[config.mk]
export PLATFORM = sky130hd
export DESIGN_NAME = nfc_bus_ctrl
export DESIGN_NICKNAME = d
export VERILOG_FILES = /design/src/rtl/nfc_pkg.sv /design/src/rtl/nfc_regs.sv /design/src/rtl/nfc_rb_sync.sv /design/src/rtl/nfc_seq.sv /design/src/rtl/nfc_bus_ctrl.sv
export SDC_FILE = /design/constraint.sdc
export NUM_CORES = 1
export LEC_CHECK = 0
export BUFFER_PORTS_ARGS = -buffer_cell sky130_fd_sc_hd__buf_2
export CAP_MARGIN = 10
export CELL_PAD_IN_SITES_DETAIL_PLACEMENT = 0
export CELL_PAD_IN_SITES_GLOBAL_PLACEMENT = 1
export CORE_MARGIN = 5
export CORE_UTILIZATION = 38
export CTS_CLUSTER_SIZE = 10
export DETAILED_ROUTE_END_ITERATION = 7
export PLACE_DENSITY_LB_ADDON = 0.1
export SKIP_LAST_GASP = 1
export SLEW_MARGIN = 20
export SYNTH_ARGS = -nofsm -noshare
export SYNTH_HDL_FRONTEND = slang
export SYNTH_SLANG_ARGS = --single-unit
[constraint.sdc]
create_clock -name clk -period 3.9 [get_ports clk]
set_input_delay 0.78 -clock clk [delete_from_list [all_inputs] [get_ports clk]]
set_output_delay 0.78 -clock clk [all_outputs]
set_load 0.02 [all_outputs]
[src/rtl/nfc_pkg.sv]
`timescale 1ns/1ps
package nfc_pkg;
   localparam int PH_W = 3;

   localparam logic [7:0] OFF_CFG  = 8'h00;
   localparam logic [7:0] OFF_CTRL = 8'h04;
   localparam logic [7:0] OFF_CMD  = 8'h08;
   localparam logic [7:0] OFF_ADR  = 8'h0C;
   localparam logic [7:0] OFF_DAT  = 8'h10;
   localparam logic [7:0] OFF_STAT = 8'h28;

   typedef enum logic [2:0] {
      PH_IDLE, PH_SETUP, PH_ACTIVE, PH_HOLD, PH_DONE
   } phase_e;

   typedef enum logic [1:0] {
      OP_CMD, OP_ADDR, OP_WDATA, OP_RDATA
   } op_e;

   typedef struct packed {
      logic [PH_W-1:0] setup;
      logic [PH_W-1:0] active;
      logic [PH_W-1:0] hold;
   } timing_t;
endpackage

[src/rtl/nfc_regs.sv]
`timescale 1ns/1ps
module nfc_regs
   import nfc_pkg::*;
#(
   parameter int DATA_W = 32
) (
   input  logic              clk,
   input  logic              rst_n,
   input  logic              cfg_wr,
   input  logic              ctrl_wr,
   input  logic [DATA_W-1:0] wdata,
   output timing_t           tmg,
   output logic              ctl_en,
   output logic              ctl_ce_n,
   output logic [DATA_W-1:0] cfg_rd,
   output logic [DATA_W-1:0] ctrl_rd
);
   localparam int PAD_W = DATA_W - 16;

   always_ff @(posedge clk or negedge rst_n) begin
      if (!rst_n) begin
         tmg <= '0;
      end else if (cfg_wr) begin
         tmg.setup  <= wdata[14:12];
         tmg.active <= wdata[10:8];
         tmg.hold   <= wdata[6:4];
      end
   end

   always_ff @(posedge clk or negedge rst_n) begin
      if (!rst_n) begin
         ctl_en   <= 1'b0;
         ctl_ce_n <= 1'b1;
      end else if (ctrl_wr) begin
         ctl_en   <= wdata[0];
         ctl_ce_n <= wdata[1];
      end
   end

   assign cfg_rd  = {{PAD_W{1'b0}}, 1'b0, tmg.setup, 1'b0, tmg.active,
                     1'b0, tmg.hold, 4'b0000};
   assign ctrl_rd = {{(DATA_W-2){1'b0}}, ctl_ce_n, ctl_en};

   // control bits move only on a control write
   p_ctrl_hold_r7: assert property (@(posedge clk) disable iff (!rst_n)
      !ctrl_wr |=> $stable({ctl_en, ctl_ce_n}));
endmodule

[src/rtl/nfc_rb_sync.sv]
`timescale 1ns/1ps
module nfc_rb_sync #(
   parameter int STAGES = 2
) (
   input  logic clk,
   input  logic rst_n,
   input  logic din,
   output logic dout
);
   logic [STAGES-1:0] sr;

   for (genvar i = 0; i < STAGES; i++) begin : g_stage
      if (i == 0) begin : g_first
         always_ff @(posedge clk or negedge rst_n) begin
            if (!rst_n) sr[0] <= 1'b0;
            else        sr[0] <= din;
         end
      end else begin : g_next
         always_ff @(posedge clk or negedge rst_n) begin
            if (!rst_n) sr[i] <= 1'b0;
            else        sr[i] <= sr[i-1];
         end
      end
   end

   assign dout = sr[STAGES-1];
endmodule

[src/rtl/nfc_seq.sv]
`timescale 1ns/1ps
module nfc_seq
   import nfc_pkg::*;
#(
   parameter int IO_W = 8
) (
   input  logic            clk,
   input  logic            rst_n,
   input  logic            start,
   input  op_e             op_in,
   input  logic [IO_W-1:0] byte_in,
   input  timing_t         tmg,
   input  logic [IO_W-1:0] dq_in,
   output logic [IO_W-1:0] dq_out,
   output logic            dq_oe,
   output logic            cle,
   output logic            ale,
   output logic            we_n,
   output logic            re_n,
   output logic            done,
   output logic            idle,
   output logic [IO_W-1:0] rd_byte
);
   phase_e          state;
   op_e             op_q;
   timing_t         tmg_q;
   logic [PH_W-1:0] cnt;
   logic            in_cyc;
   logic            last;

   assign last = (cnt == '0);

   always_ff @(posedge clk or negedge rst_n) begin
      if (!rst_n) begin
         state   <= PH_IDLE;
         op_q    <= OP_CMD;
         tmg_q   <= '0;
         cnt     <= '0;
         dq_out  <= '0;
         rd_byte <= '0;
      end else begin
         unique case (state)
            PH_IDLE: if (start) begin
               state  <= PH_SETUP;
               op_q   <= op_in;
               tmg_q  <= tmg;
               cnt    <= tmg.setup;
               dq_out <= byte_in;
            end
            PH_SETUP: if (last) begin
               state <= PH_ACTIVE;
               cnt   <= tmg_q.active;
            end else begin
               cnt <= cnt - 1'b1;
            end
            PH_ACTIVE: if (last) begin
               state <= PH_HOLD;
               cnt   <= tmg_q.hold;
               if (op_q == OP_RDATA) rd_byte <= dq_in;
            end else begin
               cnt <= cnt - 1'b1;
            end
            PH_HOLD: if (last) begin
               state <= PH_DONE;
            end else begin
               cnt <= cnt - 1'b1;
            end
            PH_DONE: state <= PH_IDLE;
            default: state <= PH_IDLE;
         endcase
      end
   end

   assign in_cyc = (state == PH_SETUP) || (state == PH_ACTIVE) || (state == PH_HOLD);
   assign cle    = in_cyc && (op_q == OP_CMD);
   assign ale    = in_cyc && (op_q == OP_ADDR);
   assign dq_oe  = in_cyc && (op_q != OP_RDATA);
   assign we_n   = !((state == PH_ACTIVE) && (op_q != OP_RDATA));
   assign re_n   = !((state == PH_ACTIVE) && (op_q == OP_RDATA));
   assign done   = (state == PH_DONE);
   assign idle   = (state == PH_IDLE);

   // the two latch enables are never high together
   p_latch_excl_r1: assert property (@(posedge clk) disable iff (!rst_n)
      !(cle && ale));
   // the two strobes are never low together
   p_strobe_excl_r3: assert property (@(posedge clk) disable iff (!rst_n)
      !(!we_n && !re_n));
   // a strobe falls only after a setup phase
   p_setup_first_r5: assert property (@(posedge clk) disable iff (!rst_n)
      ($fell(we_n) || $fell(re_n)) |-> ($past(state) == PH_SETUP));
   // write data is driven while write-enable is low
   p_oe_on_write_r1: assert property (@(posedge clk) disable iff (!rst_n)
      !we_n |-> dq_oe);
endmodule

[src/rtl/nfc_bus_ctrl.sv]
`timescale 1ns/1ps
module nfc_bus_ctrl
   import nfc_pkg::*;
#(
   parameter int ADDR_W      = 8,
   parameter int DATA_W      = 32,
   parameter int IO_W        = 8,
   parameter int SYNC_STAGES = 2
) (
   input  logic              clk,
   input  logic              rst_n,
   input  logic              bus_sel,
   input  logic              bus_wr,
   input  logic [ADDR_W-1:0] bus_addr,
   input  logic [DATA_W-1:0] bus_wdata,
   output logic [DATA_W-1:0] bus_rdata,
   output logic              bus_wait,
   output logic [IO_W-1:0]   nand_dq_out,
   output logic              nand_dq_oe,
   input  logic [IO_W-1:0]   nand_dq_in,
   output logic              nand_cle,
   output logic              nand_ale,
   output logic              nand_ce_n,
   output logic              nand_we_n,
   output logic              nand_re_n,
   input  logic              nand_rdy
);
   if (IO_W < 8 || IO_W > 16) begin : g_bad_io
      $error("IO_W must lie in 8..16");
   end
   if (DATA_W < 16 || DATA_W < IO_W) begin : g_bad_data
      $error("DATA_W must be at least 16 and at least IO_W");
   end
   if (ADDR_W < 6) begin : g_bad_addr
      $error("ADDR_W must be at least 6");
   end
   if (SYNC_STAGES < 2) begin : g_bad_sync
      $error("SYNC_STAGES must be at least 2");
   end

   localparam int RD_PAD = DATA_W - IO_W;

   logic hit_cfg, hit_ctrl, hit_cmd, hit_adr, hit_dat, hit_stat, hit_flash;
   logic ctl_en, ctl_ce_n, rdy_s, done, idle, start;
   logic [DATA_W-1:0] cfg_rd, ctrl_rd, dat_rd;
   logic [IO_W-1:0]   rd_byte;
   timing_t           tmg;
   op_e               op_sel;
   logic              unused_wd;

   assign hit_cfg   = bus_addr == ADDR_W'(OFF_CFG);
   assign hit_ctrl  = bus_addr == ADDR_W'(OFF_CTRL);
   assign hit_cmd   = bus_addr == ADDR_W'(OFF_CMD);
   assign hit_adr   = bus_addr == ADDR_W'(OFF_ADR);
   assign hit_dat   = bus_addr == ADDR_W'(OFF_DAT);
   assign hit_stat  = bus_addr == ADDR_W'(OFF_STAT);
   assign hit_flash = (hit_dat || ((hit_cmd || hit_adr) && bus_wr)) && ctl_en;
   assign unused_wd = ^bus_wdata;

   always_comb begin
      if (hit_cmd)      op_sel = OP_CMD;
      else if (hit_adr) op_sel = OP_ADDR;
      else if (bus_wr)  op_sel = OP_WDATA;
      else              op_sel = OP_RDATA;
   end

   assign start    = bus_sel && hit_flash && idle;
   assign bus_wait = bus_sel && hit_flash && !done;

   nfc_regs #(.DATA_W(DATA_W)) u_regs (
      .clk      (clk),
      .rst_n    (rst_n),
      .cfg_wr   (bus_sel && bus_wr && hit_cfg),
      .ctrl_wr  (bus_sel && bus_wr && hit_ctrl),
      .wdata    (bus_wdata),
      .tmg      (tmg),
      .ctl_en   (ctl_en),
      .ctl_ce_n (ctl_ce_n),
      .cfg_rd   (cfg_rd),
      .ctrl_rd  (ctrl_rd)
   );

   nfc_rb_sync #(.STAGES(SYNC_STAGES)) u_sync (
      .clk   (clk),
      .rst_n (rst_n),
      .din   (nand_rdy),
      .dout  (rdy_s)
   );

   nfc_seq #(.IO_W(IO_W)) u_seq (
      .clk     (clk),
      .rst_n   (rst_n),
      .start   (start),
      .op_in   (op_sel),
      .byte_in (bus_wdata[IO_W-1:0]),
      .tmg     (tmg),
      .dq_in   (nand_dq_in),
      .dq_out  (nand_dq_out),
      .dq_oe   (nand_dq_oe),
      .cle     (nand_cle),
      .ale     (nand_ale),
      .we_n    (nand_we_n),
      .re_n    (nand_re_n),
      .done    (done),
      .idle    (idle),
      .rd_byte (rd_byte)
   );

   if (RD_PAD > 0) begin : g_pad
      assign dat_rd = ctl_en ? {{RD_PAD{1'b0}}, rd_byte} : '0;
   end else begin : g_nopad
      assign dat_rd = ctl_en ? rd_byte : '0;
   end

   always_comb begin
      bus_rdata = '0;
      if (hit_cfg)       bus_rdata = cfg_rd;
      else if (hit_ctrl) bus_rdata = ctrl_rd;
      else if (hit_stat) bus_rdata = {{(DATA_W-1){1'b0}}, rdy_s};
      else if (hit_dat)  bus_rdata = dat_rd;
   end

   assign nand_ce_n = ctl_ce_n;

   // strobes only while the requesting access is stalled
   p_strobe_in_stall_r6: assert property (@(posedge clk) disable iff (!rst_n)
      (!nand_we_n || !nand_re_n) |-> bus_wait);
   // a disabled controller keeps both strobes high
   p_disabled_quiet_r8: assert property (@(posedge clk) disable iff (!rst_n)
      !ctl_en |-> (nand_we_n && nand_re_n));
endmodule

Word level (Yosys, flattened, before mapping). Index checks and enable logic that the tools add are counted.

ROM bits: 0. Output and inout port bits: 47. Flip-flop bits (word level): 43. Word-level logic and storage cells: 79. RAM bits: 0. Memories: 0. Latch bits: 0.

$mul: 0. Mux-type cells: 18. $add $sub $neg: 1. Divide/modulo/power cells: 0. Bitwise gates (word level): 0. Eq/ne operators: 17. Order comparisons: 0. Reduce and logical (&&, ||, !) cells: 29. Shift operators: 0.

Operators with widths (count): $mux W8 (4); $mux W3 (8); $pmux W3 S4 (2); $eq A8 B4 Y1 const B (2); $mux W15 (1); $logic_and A1 B1 Y1 (13); $eq A8 B3 Y1 const B (1); $eq A8 B5 Y1 const B (1); $eq A8 B6 Y1 const B (1); $logic_not A8 Y1 (1); $ne A2 B1 Y1 const B (4); $eq A3 B2 Y1 const B (2); $logic_not A3 Y1 (2); $reduce_and A3 Y1 (2); $logic_or A1 B1 Y1 (4); $mux W2 (2); $ne A2 B2 Y1 const B (2); $reduce_and A4 Y1 (1); $reduce_bool A4 Y1 (1); $eq A3 B1 Y1 const B (1); $eq A3 B3 Y1 const B (1); $logic_not A1 Y1 (3); $sub A3 B1 Y3 const B (1); $eq A2 B1 Y1 const B (1); 4 further kinds (4).

Depth between registers and ports, before layout.
Depth in word-level cells: 9. Mapped depth: 8. Mapped depth without buffers: 7.

Modules after synthesis. From an unflattened synthesis, not the netlist that was laid out.

Cells, all modules: 299. Area total of the unflattened synthesis: 3081.7 µm².

By module, submodules not included: nfc_seq (cells an instance 121, seq. area each 750.7 µm², times used 1, area an instance 1456.4 µm²); nfc_regs (cells an instance 88, seq. area each 276.5 µm², times used 1, area an instance 929.6 µm²); nfc_bus_ctrl (cells an instance 88, seq. area each 0.0 µm², times used 1, area an instance 645.6 µm²); nfc_rb_sync (cells an instance 2, seq. area each 50.0 µm², times used 1, area an instance 50.0 µm²).

Worst setup path after synthesis. No wires, ideal clock.

Kind: input to output. From: input port bus_addr[5]. To: output port bus_wait. Slack: 1.262 ns. Stages: 4. Path buffers: 0. Arrival time: 1.858 ns. Required time: 3.120 ns. Cells stage by stage: nor4_4 > nand3_4 > a21o_1 > a21oi_1.

Word-level cells in the longest chain between the ends: 7. Elaborated cells between the ends (all ways): 9. Classes of those cells: eq/ne: 3; reduce/logical: 6.

Ends and longest elaborated chain: start, declared (line nfc_bus_ctrl.sv:14) `input logic [ADDR_W-1:0] bus_addr,`; $eq A8 B4 Y1, on equally long branches (line nfc_bus_ctrl.sv:53, nfc_bus_ctrl.sv:54); $logic_or A1 B1 Y1 (line nfc_bus_ctrl.sv:57) `assign hit_flash = (hit_dat || ((hit_cmd || hit_adr) && bus_wr)) && ctl_en;`; $logic_and A1 B1 Y1 (line nfc_bus_ctrl.sv:57); $logic_or A1 B1 Y1 * (line nfc_bus_ctrl.sv:57); $logic_and A1 B1 Y1 * (line nfc_bus_ctrl.sv:57); $logic_and A1 B1 Y1 * (2 in a row) (line nfc_bus_ctrl.sv:68) `assign bus_wait = bus_sel && hit_flash && !done;`; end, declared (line nfc_bus_ctrl.sv:17) `output logic bus_wait,`.

Every way passes the cells marked *; elsewhere a longest branch is shown, timed or not.

Worst setup path after layout.
From: input port bus_addr[5]. To: output port bus_rdata[14].

Word-level cells in the longest chain between the ends: 2.

Ends and longest elaborated chain: $logic_not A8 Y1 (line nfc_bus_ctrl.sv:51) `assign hit_cfg = bus_addr == ADDR_W'(OFF_CFG);`; $mux W15 (line nfc_bus_ctrl.sv:117) `if (hit_cfg) bus_rdata = cfg_rd;`; end, declared (line nfc_bus_ctrl.sv:16) `output logic [DATA_W-1:0] bus_rdata,`.

No other way between the ends.

==> run summary <==
The post-route netlist has 42.0% of its cells at a drive strength greater than 1. On the critical path, the stage with the largest delay is an instance of sky130_fd_sc_hd__nor4_4. For this block, the routed nets add up to 4840 µm of wire. Setup violations remaining at the end of the flow were counted as 0.

The clock period could shrink to 2.99 ns. Vertical die dimension: 87.5 µm. Once the floorplan was initialized, standard cells occupied 38.8% of the core. The logs give 0 for the max-slew violation total from the final report and 13.7% for the total global routing track utilization.

Deepest level of the CTS H-tree: 2. Classification of the worst setup path: primary input to primary output. The analysis attributes to cell leakage a power of 1.37 nW. The final worst-path cycle share works out to 76.8%. Summing the areas of all and, or, nand and nor instances in the mapped netlist gives 15.8% of the synthesized area. Nature of the critical path startpoint: a primary input. Setup repair after global routing left no endpoint under its margin. The floorplan has 28 rows.

The tools report the worst voltage drop across the vdd grid as 187 µV. STA classifies the critical path endpoint as a primary output. For this run, the detailed router's first-pass iteration total came to 4. For this run, the slowest stage of the critical path takes 0.45 ns.

Data arrives at the worst endpoint at 2.21 ns. The tools report the combined area of all synthesized cells as 2280 µm². The tools report the number of maximum-capacitance constraint violations as 0. The signal on the critical path passes through buf_2 > nor4_4 > nand2_1 > nor2_2 > and2_1 > buf_2. The detailed-route via count was 1648.

The logs give 0.747 for the weighted congestion at the end of routability-driven global placement and 0 for the total inserted antenna cells. The dominant combinational cell family by area after synthesis was multiplexers. The quantity of gates resized following cts came out at 0. Worst setup slack for register-to-register paths: 1.77 ns. The quantity of I/O buffers inserted on ports is 63, and the number of global-route vias before repair is 1690. The tools report the number of antenna violations at the first check in global routing as 0. Counting flops and latches in the post-synthesis netlist gives 43. After global routing the overflow that remains totals 0. For the pin with the worst max-slew slack, the measured transition is 0.724 ns. Final worst setup slack: 0.905 ns. Summing the areas of all compound-gate instances in the mapped netlist gives 9.64% of the synthesized area. After detailed routing, the average wire length per cell comes to 14.3 µm. Timing would allow up to 334 MHz. Commonest non-fill, non-tap cell in the layout: sky130_fd_sc_hd__buf_2.

Along the worst path, the maximum fanout reaches 10. The share of the synthesized netlist area taken by xor and xnor gates came out at 0.384%. Once detailed placement completed, the half-perimeter wirelength came to 3620 µm. The tools report the standard cell area after detailed placement as 2590 µm². The top cell types in the final layout, fill and taps aside, are sky130_fd_sc_hd__buf_2, sky130_fd_sc_hd__dfrtp_1, sky130_fd_sc_hd__mux2_2. The worst slack after detailed placement was 0.901 ns; the number of CTS-inserted buffers was 5.

The logs give 0 for the number of nets with antenna violations after detailed routing and 0 for the yosys synthesis warning count. In this run, synthesis inferred 0 flip-flops with an integrated enable. The area growth from synthesis to final layout is 17.9%, and the area taken by flip-flops and latches is 1080 µm². The flow ran to the end, and the final reports show no timing, DRC or antenna violations.

The pin count of the biggest net entering global routing is 44. The class of the tightest hold or removal check was flop to flop. The net count of the finished layout is 318. For this run, design rule violations remaining after detail routing come to 0. The worst pin sits at a relative slew slack of 51.5%.

The post-synthesis async set-or-reset flop share is 100%. Synthesis produced a netlist whose cell count is 200. The die covers 7660 µm². The clock drives 43 sinks. For this design the ratio of total power to cell area is 433 nW/µm².

Root buffer cell: sky130_fd_sc_hd__clkbuf_8. No sink is reached through more buffers than the 2 on the longest clock path. For the clock insertion delay at the later pin of the skew report, the log shows 0.29 ns. TritonCTS built the clock tree. The multiplexer area fraction after synthesis works out to 17.7%. The layout has 586 filler cells. The cell repeated most along the worst path is sky130_fd_sc_hd__buf_2. The clock arrives with 0.00704 ns of skew. The synthesized netlist devotes 1.10% of its cell area to adder and majority cells. In this run, the number of DRC markers left after iteration 0 of detailed routing was 46. The total area inside the core boundary comes to 5890 µm². Synthesized area per cell: 11.4 µm².

During I/O placement, the number of pins put on the boundary was 100. The number of distinct standard cells referenced by the synthesized netlist is 43. After routing, the total negative slack on setup checks comes to 0 ns. The first global-routing pass estimated 8220 µm of wire.

Data on the critical path is required at its endpoint by 3.12 ns. The flip-flop cell with the highest count after synthesis was sky130_fd_sc_hd__dfrtp_1. Area occupied by multi-input gates: 1090 µm².

Clock-pin slew was measured on the worst setup and hold paths at 0.09 ns. Die outline width: 87.5 µm. After clock tree synthesis, the flow added hold-fix buffers numbering 0.

The final design instance area without fill came out at 2690 µm². The per-cell via count in the routed design was 4.86; the final hold violation count was 0. The number of setup buffers added after CTS was 0. The final hold slack is 0.366 ns, and the share of the yosys chip area belonging to registers is 47.2%.
==> cell usage after synthesis, types with 2 or more instances <==
cell type | instances | area share [%]
sky130_fd_sc_hd__buf_4 | 19 | 6.2
sky130_fd_sc_hd__a211oi_1 | 2 | 0.66
sky130_fd_sc_hd__nor2b_1 | 2 | 0.55
sky130_fd_sc_hd__a31oi_1 | 3 | 0.82
sky130_fd_sc_hd__mux2_2 | 27 | 13
sky130_fd_sc_hd__dfrtp_1 | 42 | 46
sky130_fd_sc_hd__clkbuf_1 | 5 | 0.82
sky130_fd_sc_hd__ha_1 | 2 | 1.1
sky130_fd_sc_hd__nand2_1 | 9 | 1.5
sky130_fd_sc_hd__inv_1 | 3 | 0.49
sky130_fd_sc_hd__nand3_1 | 2 | 0.44
sky130_fd_sc_hd__nor3b_1 | 3 | 0.99
sky130_fd_sc_hd__and2_1 | 9 | 2.5
sky130_fd_sc_hd__nand2b_1 | 7 | 1.9
sky130_fd_sc_hd__nand4_1 | 2 | 0.55
sky130_fd_sc_hd__nor2_1 | 8 | 1.3
sky130_fd_sc_hd__mux2_4 | 6 | 3.9
sky130_fd_sc_hd__a21oi_1 | 11 | 2.4
sky130_fd_sc_hd__o21ai_0 | 5 | 1.1
sky130_fd_sc_hd__a22o_1 | 4 | 1.5
sky130_fd_sc_hd__and3_1 | 3 | 0.82
sky130_fd_sc_hd__nor3_1 | 5 | 1.1
==> logic make-up (layout without fill, tap and decap cells) <==
family	count (synthesis)	in the layout
AOI/OAI and AO/OA	32	32
xor gates and xnor gates	1	1
adders and majority gates	2	2
buffers and inverters	28	75
DFF	43	43
muxes	34	34
other	1	18
and+or+nand+nor	59	59
==> through the flow <==
stage          total power (W)  utilization [%]  std cells
2_1_floorplan         0.000791                -        217
4_1_cts                0.00118             45.7        339
6_report               0.00117             45.7        339
5_1_grt                0.00125             45.7        339
3_5_place_dp          0.000874             44.0        331
3_3_place_gp          0.000875             44.0        331
==> state kept, by name (all words and copies together), names as in the netlist <==
| register | cells |
|---|---|
| u_sync.sr | 1 |
| u_seq.state | 3 |
| u_regs.cfg_rd | 9 |
| u_seq.dq_out | 8 |
| u_seq.rd_byte | 8 |
| u_seq.tmg_q | 6 |
| u_seq.cnt | 3 |
| u_seq.op_q | 2 |
| u_sync.dout | 1 |
| u_regs.ctl_en | 1 |
| u_regs.ctl_ce_n | 1 |
==> final cells by class <==
type                            instances  share of cell area [%]
Clock buffer                            6                    3.07
Multi-Input combinational cell        146                    40.3
Tap cell                               75                    3.49
Sequential cell                        43                    40.0
Inverter                                3                   0.418
Timing Repair Buffer                   64                    12.1
Clock inverter                          2                   0.604
==> critical path, delay by kind of cell <==
kind / cells / cell delay, ns
AND/OR/NAND/NOR: 4 / 1.13
buffers and inverters: 2 / 0.30
==> path summary, 6_finish.rpt <==
check                               startpoint           endpoint  depth (start not counted)
min in group asynchronous                rst_n    u_seq.dq_out[1]                          1
worst max-delay path               bus_addr[5]      bus_rdata[14]                          6
worst min-delay path              u_sync.sr[0]        u_sync.dout                          0
worst max register to register  u_seq.state[0]     u_seq.tmg_q[4]                          4
worst min register to register    u_sync.sr[0]        u_sync.dout                          0
max in group asynchronous                rst_n  u_regs.cfg_rd[12]                          1
==> metal layers <==
| layer | part of all wire, % | track usage (%) | up-vias |
|---|---|---|---|
| met5 | 0 | 0 | - |
| met4 | 1.1 | 3.77 | 0 |
| met3 | 8.3 | 4.45 | 6 |
| met2 | 45 | 21.1 | 60 |
| met1 | 45 | 18.5 | 783 |
| li1 | - | - | 799 |
==> where the power goes <==
part / internal, W / switching [W] / total (W)
Combinational: 0.000138 / 0.000194 / 0.000332
Clock: 0.000145 / 0.000160 / 0.000305
Sequential: 0.000476 / 0.0000526 / 0.000529
Total: 0.000759 / 0.000406 / 0.00117
Power figures use the tool's default switching activity.
